$ cat config.mk
export PLATFORM = sky130hd
export DESIGN_NAME = prio_vec_irq_ctrl
export DESIGN_NICKNAME = d
export VERILOG_FILES = /design/src/rtl/pvic_pkg.sv /design/src/rtl/pvic_sync.sv /design/src/rtl/pvic_arb.sv /design/src/rtl/pvic_lvl_stack.sv /design/src/rtl/prio_vec_irq_ctrl.sv
export SDC_FILE = /design/constraint.sdc
export NUM_CORES = 1
export LEC_CHECK = 0
export BUFFER_PORTS_ARGS = -buffer_cell sky130_fd_sc_hd__buf_4
export CAP_MARGIN = 0
export CORE_ASPECT_RATIO = 1.5
export CORE_UTILIZATION = 50
export DETAILED_ROUTE_END_ITERATION = 8
export GPL_TIMING_DRIVEN = 0
export PLACE_DENSITY = 0.8
export SLEW_MARGIN = 20
export SYNTH_ARGS = -nofsm -noshare
export SYNTH_HDL_FRONTEND = slang
export SYNTH_SLANG_ARGS = --single-unit
$ cat constraint.sdc
create_clock -name clk -period 2.1 [get_ports clk]
set_input_delay 0.42 -clock clk [delete_from_list [all_inputs] [get_ports clk]]
set_output_delay 0.42 -clock clk [all_outputs]
set_load 0.01 [all_outputs]
$ cat src/rtl/pvic_pkg.sv
package pvic_pkg;
    typedef enum logic [1:0] {
        ST_WAIT = 2'd0,
        ST_ACK  = 2'd1,
        ST_TAKE = 2'd2
    } pvic_state_e;
endpackage

$ cat src/rtl/pvic_sync.sv
module pvic_sync #(
    parameter int W = 5
) (
    input  logic         clk,
    input  logic         rst_n,
    input  logic [W-1:0] d,
    output logic [W-1:0] q
);
    logic [W-1:0] stage1;
    for (genvar b = 0; b < W; b++) begin : g_bit
        always_ff @(posedge clk or negedge rst_n) begin
            if (!rst_n) begin
                stage1[b] <= 1'b0;
                q[b]      <= 1'b0;
            end else begin
                stage1[b] <= d[b];
                q[b]      <= stage1[b];
            end
        end
    end
endmodule

$ cat src/rtl/pvic_arb.sv
module pvic_arb #(
    parameter int NUM_LINES = 4,
    parameter int LVL_W     = 3
) (
    input  logic [NUM_LINES-1:0] req,
    input  logic                 nmi_pend,
    input  logic [LVL_W-1:0]     cur_lvl,
    output logic                 win,
    output logic [LVL_W-1:0]     win_code
);
    localparam logic [LVL_W-1:0] NONE = LVL_W'(NUM_LINES + 1);

    logic [LVL_W-1:0] dev_code;
    logic             dev_ok;

    always_comb begin
        dev_code = NONE;
        for (int i = NUM_LINES - 1; i >= 0; i--) begin
            if (req[i]) dev_code = LVL_W'(i + 1);
        end
        dev_ok   = (|req) && (dev_code < cur_lvl);
        win      = nmi_pend || dev_ok;
        win_code = nmi_pend ? '0 : dev_code;
    end
endmodule

$ cat src/rtl/pvic_lvl_stack.sv
module pvic_lvl_stack #(
    parameter int DEPTH = 6,
    parameter int LVL_W = 3,
    parameter int IDLE  = 5
) (
    input  logic             clk,
    input  logic             rst_n,
    input  logic             push,
    input  logic [LVL_W-1:0] push_lvl,
    input  logic             pop,
    output logic [LVL_W-1:0] cur_lvl,
    output logic             ovf,
    output logic             unf
);
    localparam int CNT_W = $clog2(DEPTH + 1);
    localparam int IDX_W = (DEPTH > 1) ? $clog2(DEPTH) : 1;

    logic [LVL_W-1:0] mem [DEPTH];
    logic [CNT_W-1:0] cnt;

    always_ff @(posedge clk or negedge rst_n) begin
        if (!rst_n) begin
            cnt     <= '0;
            cur_lvl <= LVL_W'(IDLE);
            ovf     <= 1'b0;
            unf     <= 1'b0;
        end else if (push) begin
            if (cnt == CNT_W'(DEPTH)) begin
                ovf <= 1'b1;
            end else begin
                mem[IDX_W'(cnt)] <= cur_lvl;
                cnt              <= cnt + 1'b1;
            end
            cur_lvl <= push_lvl;
        end else if (pop) begin
            if (cnt == '0) begin
                unf     <= 1'b1;
                cur_lvl <= LVL_W'(IDLE);
            end else begin
                cur_lvl <= mem[IDX_W'(cnt - 1'b1)];
                cnt     <= cnt - 1'b1;
            end
        end
    end
endmodule

$ cat src/rtl/prio_vec_irq_ctrl.sv
module prio_vec_irq_ctrl
    import pvic_pkg::*;
#(
    parameter int NUM_LINES = 4,
    parameter int VEC_W     = 4,
    parameter int ADDR_W    = 16,
    parameter int STK_DEPTH = NUM_LINES + 2,
    localparam int LVL_W    = $clog2(NUM_LINES + 2)
) (
    input  logic                 clk,
    input  logic                 rst_n,
    input  logic [NUM_LINES-1:0] irq_req,
    input  logic                 nmi_req,
    input  logic                 insn_boundary,
    input  logic                 irq_return,
    output logic                 ack_valid,
    output logic [LVL_W-1:0]     ack_code,
    input  logic                 vec_valid,
    input  logic [VEC_W-1:0]     vec_in,
    input  logic [ADDR_W-1:0]    table_base,
    output logic                 take,
    output logic [ADDR_W-1:0]    handler_addr,
    output logic                 stk_ovf,
    output logic                 stk_unf
);
    localparam int IDLE_LVL = NUM_LINES + 1;
    localparam int PAD_W    = ADDR_W - VEC_W - 2;

    pvic_state_e      state, nxt;
    logic [NUM_LINES:0] sync_q;
    logic             nmi_d, nmi_pend, nmi_rise;
    logic             win;
    logic [LVL_W-1:0] win_code, acked_code, cur_lvl;
    logic [ADDR_W-1:0] addr_q;
    logic             start_ack, capture, pop;

    pvic_sync #(.W(NUM_LINES + 1)) u_sync (
        .clk(clk), .rst_n(rst_n), .d({nmi_req, irq_req}), .q(sync_q)
    );

    pvic_arb #(.NUM_LINES(NUM_LINES), .LVL_W(LVL_W)) u_arb (
        .req(sync_q[NUM_LINES-1:0]), .nmi_pend(nmi_pend), .cur_lvl(cur_lvl),
        .win(win), .win_code(win_code)
    );

    pvic_lvl_stack #(.DEPTH(STK_DEPTH), .LVL_W(LVL_W), .IDLE(IDLE_LVL)) u_stk (
        .clk(clk), .rst_n(rst_n), .push(capture), .push_lvl(acked_code),
        .pop(pop), .cur_lvl(cur_lvl), .ovf(stk_ovf), .unf(stk_unf)
    );

    assign nmi_rise  = sync_q[NUM_LINES] && !nmi_d;
    assign start_ack = (state == ST_WAIT) && !irq_return && insn_boundary && win;
    assign capture   = (state == ST_ACK) && vec_valid;
    assign pop       = (state == ST_WAIT) && irq_return;

    // state register
    always_ff @(posedge clk or negedge rst_n) begin
        if (!rst_n) state <= ST_WAIT;
        else        state <= nxt;
    end

    always_comb begin
        nxt = state;
        unique case (state)
            ST_WAIT: if (start_ack) nxt = ST_ACK;
            ST_ACK:  if (vec_valid) nxt = ST_TAKE;
            ST_TAKE: nxt = ST_WAIT;
            default: nxt = ST_WAIT;
        endcase
    end

    // datapath registers
    always_ff @(posedge clk or negedge rst_n) begin
        if (!rst_n) begin
            nmi_d      <= 1'b0;
            nmi_pend   <= 1'b0;
            acked_code <= '0;
            addr_q     <= '0;
        end else begin
            nmi_d <= sync_q[NUM_LINES];
            if (start_ack && win_code == '0) nmi_pend <= 1'b0;
            else if (nmi_rise)               nmi_pend <= 1'b1;
            if (start_ack) acked_code <= win_code;
            if (capture)   addr_q <= table_base + {{PAD_W{1'b0}}, vec_in, 2'b00};
        end
    end

    // outputs
    always_comb begin
        ack_valid    = (state == ST_ACK);
        take         = (state == ST_TAKE);
        ack_code     = acked_code;
        handler_addr = addr_q;
    end
endmodule

[Yosys cells after proc, flatten, opt, wreduce, memory -nomap -nowiden]
Memory sizes are Yosys's and may differ from the RTL's.
Cells that the tools add are included.
Cells by class
  add/subtract/negate cells: 3
  multiply operators: 0
  div/mod/pow operators: 0
  $lt $le $gt $ge: 1
  equality and inequality tests: 7
  shift-type cells: 0
  muxes and demuxes: 20
  bitwise gates (word level): 1
  reductions and logical operators: 22
Operators with widths (number)
  $mux W3: 11
  $add A16 B6 Y16: 1
  $logic_and A1 B1 Y1: 9
  $logic_not A3 Y1: 2
  $mux W1: 6
  $ne A2 B2 Y1 const B: 3
  $reduce_and A3 Y1: 2
  $mux W2: 2
  $pmux W2 S2: 1
  $reduce_and A2 Y1: 2
  $reduce_bool A2 Y1: 2
  $reduce_or A4 Y1: 1
  $add A3 B1 Y3 const B: 1
  $eq A3 B3 Y1 const B: 1
  $lt A3 B3 Y1: 1
  $sub A3 B1 Y3 const B: 1
  $eq A2 B1 Y1 const B: 1
  $eq A2 B2 Y1 const B: 1
  $logic_not A1 Y1: 2
  $logic_not A2 Y1: 1
  $ne A2 B1 Y1 const B: 1
  $logic_or A1 B1 Y1: 1
  $not A1 Y1: 1
Storage, ports and cells
  bits in registers: 41
  bits in latches: 0
  memory bits (writable): 18
  ROM bits: 0
  memories: 1
Memories
  u_stk.mem: depth 6, width 3, rd ports 1, clocked after memory_dff 0, wr ports 1, RTL line pvic_lvl_stack.sv:18  | logic [LVL_W-1:0] mem [DEPTH];

[Logic depth before layout (Yosys ltp)]
Gate-level depths: netlist (run 1).
  depth in word-level cells: 10
  depth in mapped cells: 8
  mapped depth without buffers: 8

[By module]
A second synthesis (run 1) with hierarchy kept.
Second synthesis, totals
  cell total of the unflattened synthesis: 253
  area, all modules: 2884.0 sq um
Modules (own cells, without submodules)
  prio_vec_irq_ctrl: times used 1, cells an instance 133, area each 1273.7 sq um
  pvic_lvl_stack: times used 1, cells an instance 91, area each 1233.7 sq um
  pvic_sync: times used 1, cells an instance 10, area each 250.2 sq um
  pvic_arb: times used 1, cells an instance 19, area each 126.4 sq um

[Worst setup path before layout (run 1)]
No wires, ideal clock.
  path kind: flip-flop to flip-flop
  from: register u_sync.q[1]
  to: register acked_code[0], in the netlist ack_code[0]
  arrival time: 1731 ps
  required time: 1979 ps
  path slack: 248 ps
  stages on the path, launching flop included: 7
  buffers on the path: 0
  cell sequence: dfrtp_1 nor3_2 ha_1 o21a_1 a221o_1 a21o_1 a22o_1
On the way
  word-level cells in the longest chain between the ends: 6
Ends and longest elaborated chain
  from (decl): RTL line pvic_sync.sv:7  | output logic [W-1:0] q
  from (signal, indexed assignment): RTL line pvic_sync.sv:17  | q[b] <= stage1[b];
  $mux W3 (2 in series): RTL line pvic_arb.sv:19  | if (req[i]) dev_code = LVL_W'(i + 1);
  $lt A3 B3 Y1: RTL line pvic_arb.sv:21  | dev_ok = (|req) && (dev_code < cur_lvl);
  $logic_and A1 B1 Y1: RTL line pvic_arb.sv:21
  $logic_or A1 B1 Y1: RTL line pvic_arb.sv:22  | win = nmi_pend || dev_ok;
  $logic_and A1 B1 Y1: RTL line prio_vec_irq_ctrl.sv:52  | assign start_ack = (state == ST_WAIT) && !irq_return && insn_boundary && win;
  to (signal assigned): RTL line prio_vec_irq_ctrl.sv:83  | if (start_ack) acked_code <= win_code;
  to (decl): RTL line prio_vec_irq_ctrl.sv:33  | logic [LVL_W-1:0] win_code, acked_code, cur_lvl;
Parallel ways exist; a longest one is shown, timed or not.
A chain may end at the register's enable or synchronous reset.

[Worst setup path in the final report (run 1)]
  from: register u_stk.cnt[0]
  to: register u_stk.cur_lvl[2]
On the way
  word-level cells in the longest chain between the ends: 5
Ends and longest elaborated chain
  from (decl): RTL line pvic_lvl_stack.sv:19  | logic [CNT_W-1:0] cnt;
  from (signal assigned): RTL line pvic_lvl_stack.sv:32  | cnt <= cnt + 1'b1;
  from (signal assigned): RTL line pvic_lvl_stack.sv:41  | cnt <= cnt - 1'b1;
  $sub A3 B1 Y3: RTL line pvic_lvl_stack.sv:40  | cur_lvl <= mem[IDX_W'(cnt - 1'b1)];
  $mem_v2 Z6 W3
  $mux W3 (*): RTL line pvic_lvl_stack.sv:36  | if (cnt == '0) begin
  $mux W3 (*): RTL line pvic_lvl_stack.sv:35  | end else if (pop) begin
  $mux W3 (*): RTL line pvic_lvl_stack.sv:27  | end else if (push) begin
  to (signal assigned): RTL line pvic_lvl_stack.sv:34  | cur_lvl <= push_lvl;
  to (signal assigned): RTL line pvic_lvl_stack.sv:38  | cur_lvl <= LVL_W'(IDLE);
  to (signal assigned): RTL line pvic_lvl_stack.sv:40
  to (decl): RTL line pvic_lvl_stack.sv:11  | output logic [LVL_W-1:0] cur_lvl,
Every way passes the cells marked *; elsewhere a longest branch is shown, timed or not. The select of a mux whose other input is x is not followed.

==> results.txt, run 1 <==
----------------------------------------------------
[Run status]
  Outcome ... finished, final reports clean

[Critical path]
  Number of logic stages on the critical path including buffering ... 7
  Startpoint of the worst setup timing path ... u_stk.cnt[0]$_DFFE_PN0P_
  Kind of start point of the critical path ... flop
  Critical path class ... flop to flop
  R2R Path End ... u_stk.cur_lvl[2]$_DFFE_PN1P_
  Critical path's top delay family ... compound AO/OA/AOI/OAI gates
  Worst setup path endpoint ... u_stk.cur_lvl[2]$_DFFE_PN1P_
  Worst reg-to-reg setup slack ... 0.04 ns
  Data arrival time of the worst path ... 2.32 ns
  List of cells traversed by the critical path ... buf_8 -> clkinvlp_4 -> ha_4 -> mux4_2 -> o21ai_0 -> a22o_1 -> o21ai_1
  Data required time of the critical path ... 2.36 ns
  Slowest stage cell, crit path ... sky130_fd_sc_hd__dfrtp_2
  Slowest Stage Delay on Critical Path ... 0.41 ns
  Worst-path fanout max ... 10
  Critical Path Sink Type ... flop
  Count of buffering cells on the critical path with inverters included ... 2
  Path depth of the worst reg2reg path ... 7
  Worst R2R Start ... u_stk.cnt[0]$_DFFE_PN0P_

[Drt]
  Count of vias placed by the detailed router ... 1968
  Detail-routed net length per standard cell ... 16.0 um
  Post-route ant nets ... 0
  Routed vias/inst ... 5.41
  Total routed wirelength ... 5.84 mm
  Final routed DRC violation total ... 0
  Number of violations reported at the end of detailed-routing iteration 0 ... 53
  Number of detailed-route iterations in the first pass ... 5

[STA]
  Worst setup slack after layout ... 0.0371 ns
  Final Slew Violations ... 0
  Unrepaired setup endpoints after global routing ... true
  Post-Route Hold Slack ... 0.0558 ns
  Tmin final ... 2.06 ns
  Fmax ... 485 MHz
  Final setup violation count ... 0
  Number of hold-slack violations in the final timing report ... 0
  Post-Route Skew ... 0.00576 ns
  Actual slew at the worst max-slew pin ... 0.531 ns
  Period utilization ... 98.2%
  Slew margin rel. ... 64.6%

[Place]
  Port Buf Inserts ... 52
  Post-detail-place hpwl ... 4.10 mm
  Standard cell area after detailed placement ... 3150 sq um
  Worst setup slack after placement ... -0.0398 ns
  Final GP Congestion ... 0.832

[Power and ir drop]
  Power per standard cell area ... 1340 nW/um^2
  Peak supply drop ... 745 uV
  Share of total power in sequential cells ... 39.6%
  Switch share ... 33.9%
  Static power due to leakage ... 1.53 nW
  Design internal power ... 3.05 mW
  Part of the total power dissipated in the clock network ... 25.7%
  Switching power ... 1.56 mW
  Combinational share of power ... 34.8%
  Power, Total ... 4.61 mW

[Finish]
  Number of filler cells placed in the layout ... 404
  Leading cell type in the layout, fill and taps excluded ... sky130_fd_sc_hd__buf_4
  Net count reported at finish ... 332
  Post-layout util ... 67.4%
  Area occupied by multi-input gates ... 1090 sq um
  Seq. cell area ... 1570 sq um
  Proportion of layout cells with a drive suffix above 1 ... 30.7%
  Synthesis-to-layout area growth ... 29.3%
  Most frequent cells in the layout ... sky130_fd_sc_hd__buf_4 (52), sky130_fd_sc_hd__nand2_1 (41), sky130_fd_sc_hd__dfrtp_1 (38), sky130_fd_sc_hd__edfxtp_1 (18), sky130_fd_sc_hd__o21ai_0 (16)
  Final instance area ... 3450 sq um
  Number of antenna diodes ... 0

[CTS]
  Number of buffers inserted to repair setup after CTS ... 0
  Post-CTS Hold Buffers ... 0
  Root Buffer ... sky130_fd_sc_hd__clkbuf_8
  TritonCTS clock tree ... built
  Clock Sinks ... 59
  Clock insertion delay at the later pin of the skew report ... 0.34 ns
  Total clock buffers created by CTS ... 9
  Clock slew at the register clock pins of the worst setup and hold paths ... 0.06 ns
  Number of H-tree branching levels ... 3
  Clock Path Buffers ... 2

[Synth]
  Total nets after synthesis ... 269
  Post-synthesis async set-or-reset flop share ... 69.5%
  Number of distinct library cells after synthesis ... 45
  Synthesized area per cell ... 11.7 sq um
  Predominant post-synthesis flop cell ... sky130_fd_sc_hd__dfrtp_1
  Ys Warns ... 0
  Synthesized area ... 2670 sq um
  Flip-flop and latch count after synthesis ... 59
  Gate count after technology mapping ... 228
  Number of synthesized flops with an enable pin ... 18
  Proportion of synthesized chip area in sequential cells ... 58.7%

[Global route]
  Number of global-route vias before repair ... 2071
  Global-route wire length before repair ... 9.28 mm
  Overall fraction of global-route tracks in use ... 23.3%
  Initial antenna violation count ... 0
  Leftover overflow at the end of global routing ... 0
  Largest net degree at the start of global routing ... 44

[Die]
  Core area ... 5120 sq um
  Die area ... 5640 sq um
  Initial Util ... 52.1%
  Number of placement rows ... 32
  Overall die height ... 91.5 um
  Number of top-level pins ... 53
  Die width ... 61.7 um

[Min path]
  Class of the worst hold path ... input pin to async pin

[Flow run]
  Max_cap viols ... 0

----------------------------------------------------
-- worst min-delay path by stage --
stage	from	endpoint	slack (ns)
6_report	rst_n	u_sync.stage1[3]$_DFF_PN0_	0.06
5_1_grt	rst_n	handler_addr[12]$_DFFE_PN0P_	0.09
4_1_cts	rst_n	u_sync.q[4]$_DFF_PN0_	0.06
3_5_place_dp	u_sync.stage1[0]$_DFF_PN0_	u_sync.q[0]$_DFF_PN0_	0.34
3_3_place_gp	u_sync.stage1[3]$_DFF_PN0_	u_sync.q[3]$_DFF_PN0_	0.33
2_1_floorplan	rst_n	ack_code[0]$_DFFE_PN0P_	0.12
-- repair_timing --
action / 4_1_cts / 5_1_grt
pin swaps: 0 / 1
resized for setup: 3 / 11
setup endpoints to repair: 6 / 12
-- power by group through the flow --
stage          Sequential (mW)  Combinational [mW]  Clock [mW]
4_1_cts                   1.81                1.51        1.20
3_5_place_dp              1.82                1.49           0
6_report                  1.82                1.60        1.18
5_1_grt                   1.86                1.76        1.26
2_1_floorplan             1.84               0.807           0
3_3_place_gp              1.81                1.44           0
-- area by class of cell --
type | instances | area share [%]
plain buffers | 5 | 0.905
multi-input cells | 154 | 31.7
clock inverters | 2 | 1.09
repair buffers | 52 | 11.3
flip-flops and latches | 59 | 45.5
well taps | 68 | 2.46
clock buffers | 14 | 5.90
inverters | 10 | 1.20
-- registers in the layout (all words and copies together) (netlist names) --
signal and cells:
handler_addr 16, state 2, ack_code 3, u_sync.q 5
u_sync.stage1 5, nmi_pend 1, u_stk.ovf 1, u_stk.cnt 3
u_stk.unf 1, u_stk.cur_lvl 3, u_stk.mem 18, nmi_d 1
-- Yosys cell counts (2+ instances only) --
cell | n | area, sq um
sky130_fd_sc_hd__o21bai_1 | 2 | 15.0
sky130_fd_sc_hd__a21o_1 | 2 | 15.0
sky130_fd_sc_hd__nor2_1 | 6 | 22.5
sky130_fd_sc_hd__xnor2_1 | 6 | 52.6
sky130_fd_sc_hd__o21ai_1 | 2 | 10.0
sky130_fd_sc_hd__a21oi_1 | 5 | 25.0
sky130_fd_sc_hd__nand2_1 | 41 | 154
sky130_fd_sc_hd__dfrtp_1 | 39 | 976
sky130_fd_sc_hd__o21ai_0 | 16 | 80.1
sky130_fd_sc_hd__clkbuf_1 | 3 | 11.3
sky130_fd_sc_hd__and3_1 | 4 | 25.0
sky130_fd_sc_hd__and4_1 | 2 | 17.5
sky130_fd_sc_hd__mux2i_1 | 3 | 30.0
sky130_fd_sc_hd__dfstp_2 | 2 | 52.6
sky130_fd_sc_hd__a22o_1 | 5 | 43.8
sky130_fd_sc_hd__ha_1 | 10 | 125
sky130_fd_sc_hd__o211ai_1 | 4 | 30.0
sky130_fd_sc_hd__nand3_1 | 9 | 45.0
sky130_fd_sc_hd__mux4_2 | 3 | 67.6
sky130_fd_sc_hd__inv_1 | 10 | 37.5
sky130_fd_sc_hd__nor3_1 | 6 | 30.0
sky130_fd_sc_hd__xor2_1 | 6 | 52.6
sky130_fd_sc_hd__nor2b_1 | 2 | 12.5
sky130_fd_sc_hd__edfxtp_1 | 18 | 541
sky130_fd_sc_hd__nand3b_1 | 2 | 15.0
-- through the flow --
stage	cells	setup TNS (ns)
detailed placement	348	-0.182
global placement	348	0
global route	364	-0.287
floorplan	228	0
CTS	364	-0.0325
finish	364	0
-- cell families after synthesis --
| kind of cell | after synthesis | share of synthesized area (%) |
|---|---|---|
| xor+xnor | 12 | 3.93 |
| compound gates | 44 | 10.8 |
| fa+ha+maj | 11 | 5.43 |
| buf+inv | 15 | 2.44 |
| flops | 59 | 58.7 |
| mux | 6 | 3.65 |
| simple gates | 81 | 15.0 |
-- metal layers --
| layer | track usage (%) | up-vias | share of wire, % | routed length (um) |
|---|---|---|---|---|
| li1 | - | 938 | - | - |
| met1 | 25.0 | 949 | 36 | 2090 |
| met2 | 40.0 | 66 | 56 | 3270 |
| met3 | 7.12 | 15 | 5.3 | 308 |
| met5 | 0 | - | 0 | 0 |
| met4 | 10.7 | 0 | 2.9 | 168 |
No activity file was read; power rests on OpenSTA's default activity.
==> inputs of run 2 (changes only) <==
Settings changed: CORE_UTILIZATION 50 to 45, PLACE_DENSITY 0.8 to 0.74.
==> results.txt, run 2 (synthesis gave the netlist of run 1 again) <==
----------------------------------------------------
[Drt]
  Count of vias placed by the detailed router ... 1958
  Routed vias/inst ... 5.32
  Detail-routed net length per standard cell ... 14.5 um
  Number of violations reported at the end of detailed-routing iteration 0 ... 53
  Post-route ant nets ... 0
  Final routed DRC violation total ... 0
  Number of detailed-route iterations in the first pass ... 4
  Total routed wirelength ... 5.34 mm

[Power and ir drop]
  Power per standard cell area ... 1310 nW/um^2
  Power, Total ... 4.46 mW
  Static power due to leakage ... 1.52 nW
  Peak supply drop ... 664 uV

[Global route]
  Initial antenna violation count ... 0
  Global-route wire length before repair ... 8.67 mm
  Largest net degree at the start of global routing ... 44
  Number of global-route vias before repair ... 1927
  Leftover overflow at the end of global routing ... 0
  Overall fraction of global-route tracks in use ... 18.7%

[STA]
  Slew margin rel. ... 64.8%
  Post-Route Skew ... 0.00787 ns
  Actual slew at the worst max-slew pin ... 0.528 ns
  Final Slew Violations ... 0
  Unrepaired setup endpoints after global routing ... true
  Post-Route Hold Slack ... 0.0719 ns
  Period utilization ... 99.0%
  Final setup violation count ... 0
  Tmin final ... 2.08 ns
  Number of hold-slack violations in the final timing report ... 0
  Fin Setup TNS ... 0 ns
  Worst setup slack after layout ... 0.0203 ns
  Fmax ... 481 MHz

[Finish]
  Max reg flops ... 18
  Register with the most flip-flops ... u_stk.mem
  Net count reported at finish ... 332
  Final instance area ... 3410 sq um
  Leading cell type in the layout, fill and taps excluded ... sky130_fd_sc_hd__buf_4
  Seq. cell area ... 1570 sq um
  Number of filler cells placed in the layout ... 511
  Proportion of layout cells with a drive suffix above 1 ... 28.7%
  Post-route non-filler standard cell count ... 368
  Number of antenna diodes ... 0
  Post-layout util ... 59.3%
  Area occupied by multi-input gates ... 1070 sq um
  Synthesis-to-layout area growth ... 27.6%
  Most frequent cells in the layout ... sky130_fd_sc_hd__buf_4 (52), sky130_fd_sc_hd__nand2_1 (41), sky130_fd_sc_hd__dfrtp_1 (39), sky130_fd_sc_hd__edfxtp_1 (18), sky130_fd_sc_hd__o21ai_0 (15)

[Critical path]
  Critical path class ... flop to flop
  Worst-path fanout max ... 8
  Critical Path Sink Type ... flop
  Data required time of the critical path ... 2.08 ns
  Data arrival time of the worst path ... 2.06 ns
  R2R Path End ... u_stk.mem[0][0]$_DFFE_PP_
  Worst reg-to-reg setup slack ... 0.02 ns
  Kind of start point of the critical path ... flop
  Worst R2R Start ... state[1]$_DFFE_PN0P_
  Path depth of the worst reg2reg path ... 5
  Startpoint of the worst setup timing path ... state[1]$_DFFE_PN0P_

[Die]
  Die area ... 6250 sq um
  Overall die height ... 96.4 um
  Initial Util ... 46.5%
  Die width ... 64.9 um
  Number of placement rows ... 34
  Number of top-level pins ... 53
  Core area ... 5740 sq um

[CTS]
  Root Buffer ... sky130_fd_sc_hd__clkbuf_8
  TritonCTS clock tree ... built
  Total clock buffers created by CTS ... 9
  Number of buffers inserted to repair setup after CTS ... 0
  Clock slew at the register clock pins of the worst setup and hold paths ... 0.07 ns
  Clock Path Buffers ... 2
  Number of H-tree branching levels ... 3
  Clock insertion delay at the later pin of the skew report ... 0.33 ns
  Clock Sinks ... 59

[Place]
  Placed cell count ... 352
  Port Buf Inserts ... 52
  Worst setup slack after placement ... 0.0244 ns
  Post-detail-place hpwl ... 3.95 mm
  Final GP Congestion ... 0.812
  Standard cell area after detailed placement ... 3150 sq um

[Run status]
  Outcome ... finished, final reports clean

[Flow run]
  Max_cap viols ... 0

[Min path]
  Class of the worst hold path ... input pin to async pin

----------------------------------------------------
[run 2: worst max path at each step]
stage	to	cells after the start
after floorplan	ack_code[0]$_DFFE_PN0P_	6
after global placement	u_stk.mem[2][0]$_DFFE_PP_	5
after detailed placement	u_stk.mem[2][0]$_DFFE_PP_	5
after CTS	u_stk.mem[3][0]$_DFFE_PP_	5
after global routing	u_stk.mem[0][0]$_DFFE_PP_	5
final	u_stk.mem[0][0]$_DFFE_PP_	5
[run 2: critical path, stage by stage (launching register included)]
cell and delay (ns):
sky130_fd_sc_hd__dfrtp_1 0.43, sky130_fd_sc_hd__and2b_1 0.25, sky130_fd_sc_hd__nand2_1 0.18, sky130_fd_sc_hd__inv_1 0.27, sky130_fd_sc_hd__nand3b_1 0.21, sky130_fd_sc_hd__nor3_1 0.39
[run 2: area by class of cell]
type / instances / share of cell area (%)
buffer: 5 / 0.808
sequential: 59 / 46.0
inverter: 10 / 1.10
tap: 72 / 2.64
clock buffer: 12 / 4.55
timing repair buffer: 52 / 11.5
clock inverter: 4 / 2.13
multi-input combinational: 154 / 31.3
[run 2: timing repair]
action	in CTS	in global routing
resized for setup	1	6
endpoints found under the setup margin	2	12
hold buffers	0	0
pin swaps	0	3
[run 2: where the power goes]
part           total, mW  leakage (nW)  switching [mW]  internal [mW]
clock               1.16         0.113           0.430          0.731
sequential          1.81         0.656           0.273           1.54
combinational       1.49         0.753           0.766          0.723
[run 2: layer usage]
layer | wire length (um) | global-route usage [%] | vias up
li1 | - | - | 935
met1 | 2100 | 20.4 | 967
met2 | 2950 | 32.9 | 45
met3 | 185 | 3.55 | 11
met4 | 104 | 12.2 | 0
met5 | 0 | 0 | -
